<file path="src/rtl/fsp_pkg.sv">
package fsp_pkg;
    typedef enum logic [1:0] {
        ST_IDLE  = 2'd0,
        ST_WIN_A = 2'd1,
        ST_WIN_B = 2'd2
    } win_state_e;

    typedef enum logic [1:0] {
        RATE_32K  = 2'b00,
        RATE_24K  = 2'b01,
        RATE_16K  = 2'b10,
        RATE_16KX = 2'b11
    } rate_e;
endpackage

</file>
<file path="src/rtl/fsp_window_fsm.sv">
// Window sequencer: a rising strobe opens a window of OCT_W bit clocks.
module fsp_window_fsm
    import fsp_pkg::*;
#(
    parameter int OCT_W = 8,
    localparam int CW = $clog2(OCT_W)
) (
    input  logic          bclk,
    input  logic          rst_n,
    input  logic          strobe_a,
    input  logic          strobe_b,
    output win_state_e    st,
    output logic [CW-1:0] bit_cnt,
    output logic          rise_a,
    output logic          rise_b
);
    localparam logic [CW-1:0] LAST = CW'(OCT_W - 1);

    logic          a_q, b_q;
    win_state_e    nxt_st;
    logic [CW-1:0] nxt_cnt;

    assign rise_a = strobe_a & ~a_q;
    assign rise_b = strobe_b & ~b_q;

    always_ff @(posedge bclk or negedge rst_n) begin
        if (!rst_n) begin
            st      <= ST_IDLE;
            bit_cnt <= '0;
            a_q     <= 1'b0;
            b_q     <= 1'b0;
        end else begin
            st      <= nxt_st;
            bit_cnt <= nxt_cnt;
            a_q     <= strobe_a;
            b_q     <= strobe_b;
        end
    end

    always_comb begin
        nxt_st  = st;
        nxt_cnt = bit_cnt;
        if (rise_a) begin
            nxt_st  = ST_WIN_A;
            nxt_cnt = '0;
        end else if (rise_b) begin
            nxt_st  = ST_WIN_B;
            nxt_cnt = '0;
        end else begin
            unique case (st)
                ST_IDLE: ;
                ST_WIN_A, ST_WIN_B: begin
                    if (bit_cnt == LAST) begin
                        nxt_st  = ST_IDLE;
                        nxt_cnt = '0;
                    end else begin
                        nxt_cnt = bit_cnt + 1'b1;
                    end
                end
                default: nxt_st = ST_IDLE;
            endcase
        end
    end
endmodule

</file>
<file path="src/rtl/fsp_pcm_lane.sv">
// Linear PCM lane: high octet in window A, low octet in window B.
// OCT_W must be a power of two.
module fsp_pcm_lane
    import fsp_pkg::*;
#(
    parameter int OCT_W = 8,
    localparam int CW = $clog2(OCT_W),
    localparam int PW = 2 * OCT_W
) (
    input  logic          bclk,
    input  logic          rst_n,
    input  win_state_e    st,
    input  logic [CW-1:0] bit_cnt,
    input  logic          rise_a,
    input  logic [PW-1:0] tx_word,
    input  logic          sdi,
    output logic          sdo,
    output logic [PW-1:0] rx_word,
    output logic          rx_valid
);
    localparam logic [CW-1:0] LAST = CW'(OCT_W - 1);

    logic [PW-1:0] tx_hold;
    logic [PW-1:0] rx_sh;
    logic [CW:0]   idx;

    always_ff @(posedge bclk or negedge rst_n) begin
        if (!rst_n) begin
            tx_hold  <= '0;
            rx_valid <= 1'b0;
        end else begin
            if (rise_a) tx_hold <= tx_word;
            rx_valid <= (st == ST_WIN_B) && (bit_cnt == LAST);
        end
    end

    // index PW-1-cnt in window A, OCT_W-1-cnt in window B
    assign idx = {(st == ST_WIN_A), ~bit_cnt};
    assign sdo = (st != ST_IDLE) ? tx_hold[idx] : 1'b0;

    always_ff @(negedge bclk or negedge rst_n) begin
        if (!rst_n) begin
            rx_sh   <= '0;
            rx_word <= '0;
        end else if (st != ST_IDLE) begin
            rx_sh <= {rx_sh[PW-2:0], sdi};
            if (st == ST_WIN_B && bit_cnt == LAST)
                rx_word <= {rx_sh[PW-2:0], sdi};
        end
    end
endmodule

</file>
<file path="src/rtl/fsp_adpcm_lane.sv">
// ADPCM lane: rate-dependent field width and window choice.
module fsp_adpcm_lane
    import fsp_pkg::*;
#(
    parameter int OCT_W = 8,
    localparam int CW = $clog2(OCT_W),
    localparam int CODE_W = OCT_W / 2
) (
    input  logic             bclk,
    input  logic             rst_n,
    input  win_state_e       st,
    input  logic [CW-1:0]    bit_cnt,
    input  logic             rise_a,
    input  logic             rise_b,
    input  logic [1:0]       rate_sel,
    input  logic             slot_sel,
    input  logic [OCT_W-1:0] tx_code,
    input  logic             sdi,
    output logic             sdo,
    output logic [OCT_W-1:0] rx_code,
    output logic             rx_valid
);
    logic [OCT_W-1:0] mask;
    logic [CW-1:0]    last_idx;
    logic [CW-1:0]    lsh;
    win_state_e       my_win;
    logic             in_win, start;
    logic [OCT_W-1:0] tx_hold, rx_sh, full;

    always_comb begin
        unique case (rate_sel)
            RATE_32K: begin
                mask     = {{CODE_W{1'b1}}, {CODE_W{1'b0}}};
                last_idx = CW'(CODE_W - 1);
                lsh      = CW'(CODE_W);
                my_win   = ST_WIN_A;
            end
            RATE_24K: begin
                mask     = {{(CODE_W-1){1'b1}}, {(CODE_W+1){1'b0}}};
                last_idx = CW'(CODE_W - 1);
                lsh      = CW'(CODE_W);
                my_win   = ST_WIN_A;
            end
            default: begin
                mask     = '1;
                last_idx = CW'(OCT_W - 1);
                lsh      = '0;
                my_win   = slot_sel ? ST_WIN_B : ST_WIN_A;
            end
        endcase
    end

    assign in_win = (st == my_win);
    assign start  = (my_win == ST_WIN_A) ? rise_a : rise_b;
    assign sdo    = in_win ? tx_hold[~bit_cnt] : 1'b0;
    assign full   = {rx_sh[OCT_W-2:0], sdi};

    always_ff @(posedge bclk or negedge rst_n) begin
        if (!rst_n) begin
            tx_hold  <= '0;
            rx_valid <= 1'b0;
        end else begin
            if (start) tx_hold <= tx_code & mask;
            rx_valid <= in_win && (bit_cnt == last_idx);
        end
    end

    always_ff @(negedge bclk or negedge rst_n) begin
        if (!rst_n) begin
            rx_sh   <= '0;
            rx_code <= '0;
        end else if (in_win) begin
            rx_sh <= full;
            if (bit_cnt == last_idx)
                rx_code <= (full << lsh) & mask;
        end
    end
endmodule

</file>
<file path="src/rtl/framed_serial_port.sv">
module framed_serial_port
    import fsp_pkg::*;
#(
    parameter int OCT_W = 8,
    localparam int CW = $clog2(OCT_W),
    localparam int PW = 2 * OCT_W
) (
    input  logic             bclk,
    input  logic             rst_n,
    input  logic             strobe_a,
    input  logic             strobe_b,
    input  logic [1:0]       rate_sel,
    input  logic             slot_sel,
    input  logic             pcm_sdi,
    input  logic             adp_sdi,
    input  logic [PW-1:0]    pcm_tx_word,
    input  logic [OCT_W-1:0] adp_tx_code,
    output logic             pcm_sdo,
    output logic             adp_sdo,
    output logic [PW-1:0]    pcm_rx_word,
    output logic             pcm_rx_valid,
    output logic [OCT_W-1:0] adp_rx_code,
    output logic             adp_rx_valid
);
    win_state_e    st;
    logic [CW-1:0] bit_cnt;
    logic          rise_a, rise_b;

    fsp_window_fsm #(.OCT_W(OCT_W)) u_fsm (
        .bclk(bclk), .rst_n(rst_n), .strobe_a(strobe_a), .strobe_b(strobe_b),
        .st(st), .bit_cnt(bit_cnt), .rise_a(rise_a), .rise_b(rise_b)
    );

    fsp_pcm_lane #(.OCT_W(OCT_W)) u_pcm (
        .bclk(bclk), .rst_n(rst_n), .st(st), .bit_cnt(bit_cnt), .rise_a(rise_a),
        .tx_word(pcm_tx_word), .sdi(pcm_sdi), .sdo(pcm_sdo),
        .rx_word(pcm_rx_word), .rx_valid(pcm_rx_valid)
    );

    fsp_adpcm_lane #(.OCT_W(OCT_W)) u_adp (
        .bclk(bclk), .rst_n(rst_n), .st(st), .bit_cnt(bit_cnt),
        .rise_a(rise_a), .rise_b(rise_b), .rate_sel(rate_sel), .slot_sel(slot_sel),
        .tx_code(adp_tx_code), .sdi(adp_sdi), .sdo(adp_sdo),
        .rx_code(adp_rx_code), .rx_valid(adp_rx_valid)
    );
endmodule


</file>
<file path="config.mk">
export PLATFORM = sky130hd
export DESIGN_NAME = framed_serial_port
export DESIGN_NICKNAME = d
export VERILOG_FILES = /design/src/rtl/fsp_pkg.sv /design/src/rtl/fsp_window_fsm.sv /design/src/rtl/fsp_pcm_lane.sv /design/src/rtl/fsp_adpcm_lane.sv /design/src/rtl/framed_serial_port.sv
export SDC_FILE = /design/constraint.sdc
export NUM_CORES = 1
export LEC_CHECK = 0
export CELL_PAD_IN_SITES_DETAIL_PLACEMENT = 2
export CELL_PAD_IN_SITES_GLOBAL_PLACEMENT = 2
export CORE_ASPECT_RATIO = 0.8
export CORE_UTILIZATION = 34
export DETAILED_ROUTE_END_ITERATION = 8
export PLACE_DENSITY = 0.85
export SLEW_MARGIN = 20
export SYNTH_ARGS = -nofsm -noshare
export SYNTH_HDL_FRONTEND = slang
export SYNTH_SLANG_ARGS = --single-unit
export TNS_END_PERCENT = 100
</file>
<file path="constraint.sdc">
create_clock -name bclk -period 2.7 [get_ports bclk]
set_clock_uncertainty 0.1 [all_clocks]
set_input_delay 0.54 -clock bclk [delete_from_list [all_inputs] [get_ports bclk]]
set_output_delay 0.54 -clock bclk [all_outputs]
set_load 0.01 [all_outputs]
</file>
==> results <==
[flip-flops by register name, summed over array words and instances (netlist names)]
register	count
u_fsm.a_q	1
u_adp.rx_sh	7
u_fsm.b_q	1
u_pcm.rx_word	16
u_adp.rx_valid	1
u_fsm.bit_cnt	3
u_pcm.rx_sh	15
u_pcm.tx_hold	16
u_adp.tx_hold	8
u_adp.rx_code	8
u_fsm.st	2
u_pcm.rx_valid	1
[cell usage in the layout (no fill, tap or decap), types with 2 or more instances in the layout]
master	Yosys	layout
sky130_fd_sc_hd__mux2_2	42	4
sky130_fd_sc_hd__ha_1	5	2
sky130_fd_sc_hd__nor2b_1	4	4
sky130_fd_sc_hd__dfrtp_1	33	33
sky130_fd_sc_hd__dfrtn_1	46	46
sky130_fd_sc_hd__buf_4	1	66
sky130_fd_sc_hd__nand2b_1	3	2
sky130_fd_sc_hd__o21ai_0	3	3
sky130_fd_sc_hd__buf_2	4	19
sky130_fd_sc_hd__buf_12	0	8
sky130_fd_sc_hd__mux2i_1	9	9
sky130_fd_sc_hd__clkbuf_16	0	12
sky130_fd_sc_hd__inv_1	7	4
sky130_fd_sc_hd__a211o_1	4	4
sky130_fd_sc_hd__nand2_1	70	70
sky130_fd_sc_hd__inv_4	0	2
sky130_fd_sc_hd__a21oi_1	4	3
sky130_fd_sc_hd__buf_16	0	2
sky130_fd_sc_hd__nor2_2	0	2
sky130_fd_sc_hd__buf_6	0	13
sky130_fd_sc_hd__nor3b_1	5	5
sky130_fd_sc_hd__ha_4	0	3
sky130_fd_sc_hd__and2_1	5	4
sky130_fd_sc_hd__nor2_1	8	6
sky130_fd_sc_hd__mux2_4	3	41
sky130_fd_sc_hd__clkdlybuf4s50_1	0	31
sky130_fd_sc_hd__nand3_1	8	8
sky130_fd_sc_hd__clkinv_4	0	2
sky130_fd_sc_hd__mux4_2	4	4
[power by group through the flow]
| stage | Combinational (µW) | Sequential [µW] | Clock, µW |
|---|---|---|---|
| after global routing | 1710 | 1800 | 1490 |
| after global placement | 1030 | 1670 | 0 |
| final | 1640 | 1800 | 1420 |
| after CTS | 1400 | 1710 | 1400 |
| after floorplan | 718 | 1640 | 0 |
| after detailed placement | 1080 | 1710 | 0 |
[worst reg2reg max path, delay by kind of cell (launching register included)]
kind / cells / cell delay, ns
mux: 1 / 0.14
simple gates: 2 / 0.67
flops: 1 / 0.42
buf+inv: 3 / 0.42
[kinds of logic (layout without fill, tap and decap cells)]
family,count (synthesis),after routing
flops,79,79
simple gates,106,106
buf+inv,21,165
fa+ha+maj,5,5
compound gates,16,16
mux,58,58
[layer usage]
layer	up-vias	global-route usage, %	wire length [µm]
li1	1243	-	-
met1	1500	31.1	6250
met2	123	49.1	8030
met3	51	6.34	615
met4	0	13.7	773
met5	-	0	0
[layout make-up]
type / instances / area, µm²
flip-flops and latches: 79 / 1980
multi-input cells: 185 / 1570
clock buffers: 12 / 289
fillers: 933 / 4290
repair buffers: 142 / 1310
clock inverters: 4 / 56.3
well taps: 136 / 170
inverters: 7 / 31.3
[per-stage QoR]
stage / setup slack, ns / cell area (µm²) / std cells / total power (µW) / setup TNS (ns)
finish: -0.576 / 5400 / 565 / 4860 / -26.40
global route: -0.628 / 5400 / 565 / 5010 / -28.72
CTS: -0.507 / 5190 / 547 / 4510 / -22.58
detailed placement: -1.32 / 4440 / 498 / 2790 / -36.43
global placement: -1.25 / 4440 / 498 / 2700 / -33.50
floorplan: -0.726 / 3540 / 285 / 2360 / -18.52
[path summary, 6_finish.rpt]
| check | startpoint | to | slack (ns) |
|---|---|---|---|
| max in group asynchronous | rst_n | u_adp.rx_sh[5]$_DFFE_NN0N_ | 0.90 |
| worst min register to register | u_pcm.rx_word[2]$_DFFE_NN0P_ | u_pcm.rx_word[2]$_DFFE_NN0P_ | 0.39 |
| worst max register to register | u_fsm.bit_cnt[2]$_DFFE_PN0P_ | u_adp.rx_code[4]$_DFFE_NN0P_ | -0.58 |
| worst min-delay path | rst_n | u_adp.rx_valid$_DFF_PN0_ | 0.08 |
| worst max-delay path | u_fsm.bit_cnt[2]$_DFFE_PN0P_ | u_adp.rx_code[4]$_DFFE_NN0P_ | -0.58 |
| min in group bclk | u_pcm.rx_word[2]$_DFFE_NN0P_ | u_pcm.rx_word[2]$_DFFE_NN0P_ | 0.39 |
[repair_timing]
| item | 4_1_cts | 5_1_grt |
|---|---|---|
| hold buffers | 0 | 0 |
| pin swaps | 9 | 2 |
| endpoints found under the setup margin | 72 | 72 |
| cloned | 3 | 1 |
| buffers inserted | 31 | 19 |
| gates resized for setup | 158 | 24 |
==> implementation parameters <==
Parameter                              Value

Synth
  Library cell with the highest instance count after synthesis ... sky130_fd_sc_hd__nand2_1
  Async S/R FF share, synth ... 100%
  Fraction of the mapped netlist area in simple logic gates ... between 10 and 15%
  Cell taking the most area after synthesis ... sky130_fd_sc_hd__dfrtn_1
  Main flop type after synthesis ... sky130_fd_sc_hd__dfrtn_1
  Dominant combinational cell family by area after synthesis ... multiplexers
  Sequential share of the synthesized area ... 58.0%
  Most used standard cells in the synthesized netlist ... sky130_fd_sc_hd__nand2_1 (70), sky130_fd_sc_hd__dfrtn_1 (46), sky130_fd_sc_hd__mux2_2 (42), sky130_fd_sc_hd__dfrtp_1 (33), sky130_fd_sc_hd__mux2i_1 (9)
  EDFF count, synth ... 0
  Netlist area before placement ... ~3400 µm²
  Number of instances in the synthesized netlist ... 285
  Synth top area cells ... sky130_fd_sc_hd__dfrtn_1 (34%), sky130_fd_sc_hd__dfrtp_1 (24%), sky130_fd_sc_hd__mux2_2 (14%)
  Post-Synth XOR/XNOR Area ... 0%
  Mux cell area share after synthesis ... 20.5%
  Fraction of the mapped netlist area in adder cells ... under 10%
  Per-instance average area after synthesis ... 12.0 µm²
  Yosys reg bits ... 79
  Compound-cell area share of the yosys netlist ... 3.26%
  Warnings, synthesis ... 0
  Share of the synthesized area in the top cell type ... 33.7%
  Post-Synthesis Net Count ... roughly 320
  Count of different cell masters after synthesis ... 29

Finish
  Number of antenna diodes ... 0
  Area Overhead vs Synth ... 58.2%
  Post-layout net count ... 462
  Post-Route Utilization ... 55.7%
  Layout cell share with drive strength beyond 1 ... between 40% and 50%

Timing
  Worst Tran Pin Value ... around 0.53 ns
  Max_slew headroom ... between 60% and 70%
  Final setup vio count ... 72
  Final Hold Vio Count ... 0
  Pins over their slew limit ... 0
  RSZ-0062 raised after global routing ... yes
  Worst-case setup margin in the final layout ... -0.576 ns
  WHS ... 0.0832 ns

Die
  Die Outline Area ... 10400 µm²
  Total number of placement rows ... 32
  Die height ... 91.6 µm
  Die W ... between 100 and 150 µm
  I/O pin cnt ... 61
  Effective utilization at floorplan ... 35.2%
  Area inside the core boundary ... 9690 µm²

Status
  Violated checks ... setup timing
  Result of the run ... finished with violations

Pwr
  Leakage power ... 0.00275 µW
  Worst VDD drop ... 0.396 mV
  Internal power ... roughly 3300 µW
  Proportion of power drawn by combinational gates ... roughly 34%
  Total power density per cell area ... 901 nW/µm²
  Relative contribution of the clock network to total power ... 29.3%
  Sw Pwr ... 1600 µW
  Fraction of power spent switching nets ... between 30 and 40%
  Fraction of power consumed by sequential logic ... 36.9%

Global routing
  Vias in the first global route ... 3250
  Pin count of the biggest net entering global routing ... 58
  First-pass GRT wire length ... 20.4 mm
  Global route overflow ... 0
  Number of antenna violations at the first check in global routing ... 0
  Total routing resource utilization after global routing ... 27.7%

Place
  Number of buffers added on ports ... 60
  Routability congestion estimate from global placement ... 0.737
  Detailed placer's ending HPWL ... 6.26 mm

Worst setup path
  Buf/Inv on CP ... 3
  Number of cells on the worst reg-to-reg path ... 6
  Start-to-end type of the worst setup path ... flip-flop to flip-flop
  Number of cells on the critical path ... 6
  Crit-path cells ... buf_4 > inv_2 > nor2_2 > or4b_4 > buf_4 > mux2i_1
  Startpoint type of the worst setup path ... flip-flop
  Crit. End Element ... flip-flop
  Arrival time at the worst endpoint ... 2.00 ns
  Largest fanout on the critical path ... 5
  Delay of the slowest cell on the worst path ... approximately 0.6 ns
  Cell repeated most along the worst path ... sky130_fd_sc_hd__buf_4
  Data required, critical path ... 1.43 ns
  Critical-path cell with the highest stage delay ... sky130_fd_sc_hd__or4b_4
  Category of cells accounting for the largest share of critical-path delay ... simple AND/OR/NAND/NOR gates

Route
  Vias after detailed routing ... 2917
  DRC violation count after routing ... 0
  Iteration-0 DRC Markers ... between 150 and 200
  Wire length after detailed routing ... 15.7 mm
  Routed vias/inst ... 5.16
  Iteration count of the initial detailed-routing pass ... 4
  WL per Instance ... 27.7 µm
  Count of nets left with antenna violations after detail routing ... 0

Job
  Max_cap viols ... 0

Clocking
  Root buffer selected by CTS ... sky130_fd_sc_hd__clkbuf_16
  Deepest level of the CTS H-tree ... 3
  Clock transition at the registers of the reported paths ... 0.07 ns
  Number of buffers created by CTS ... 9
  Clock Sinks ... 79
  Clock insertion delay at the later pin of the skew report ... between 0.3 and 0.4 ns
  Clock buffer depth ... 2
  CTS tree ... built

Min path
  Hold Crit Class ... primary input to async pin
Power figures use the tool's default switching activity.
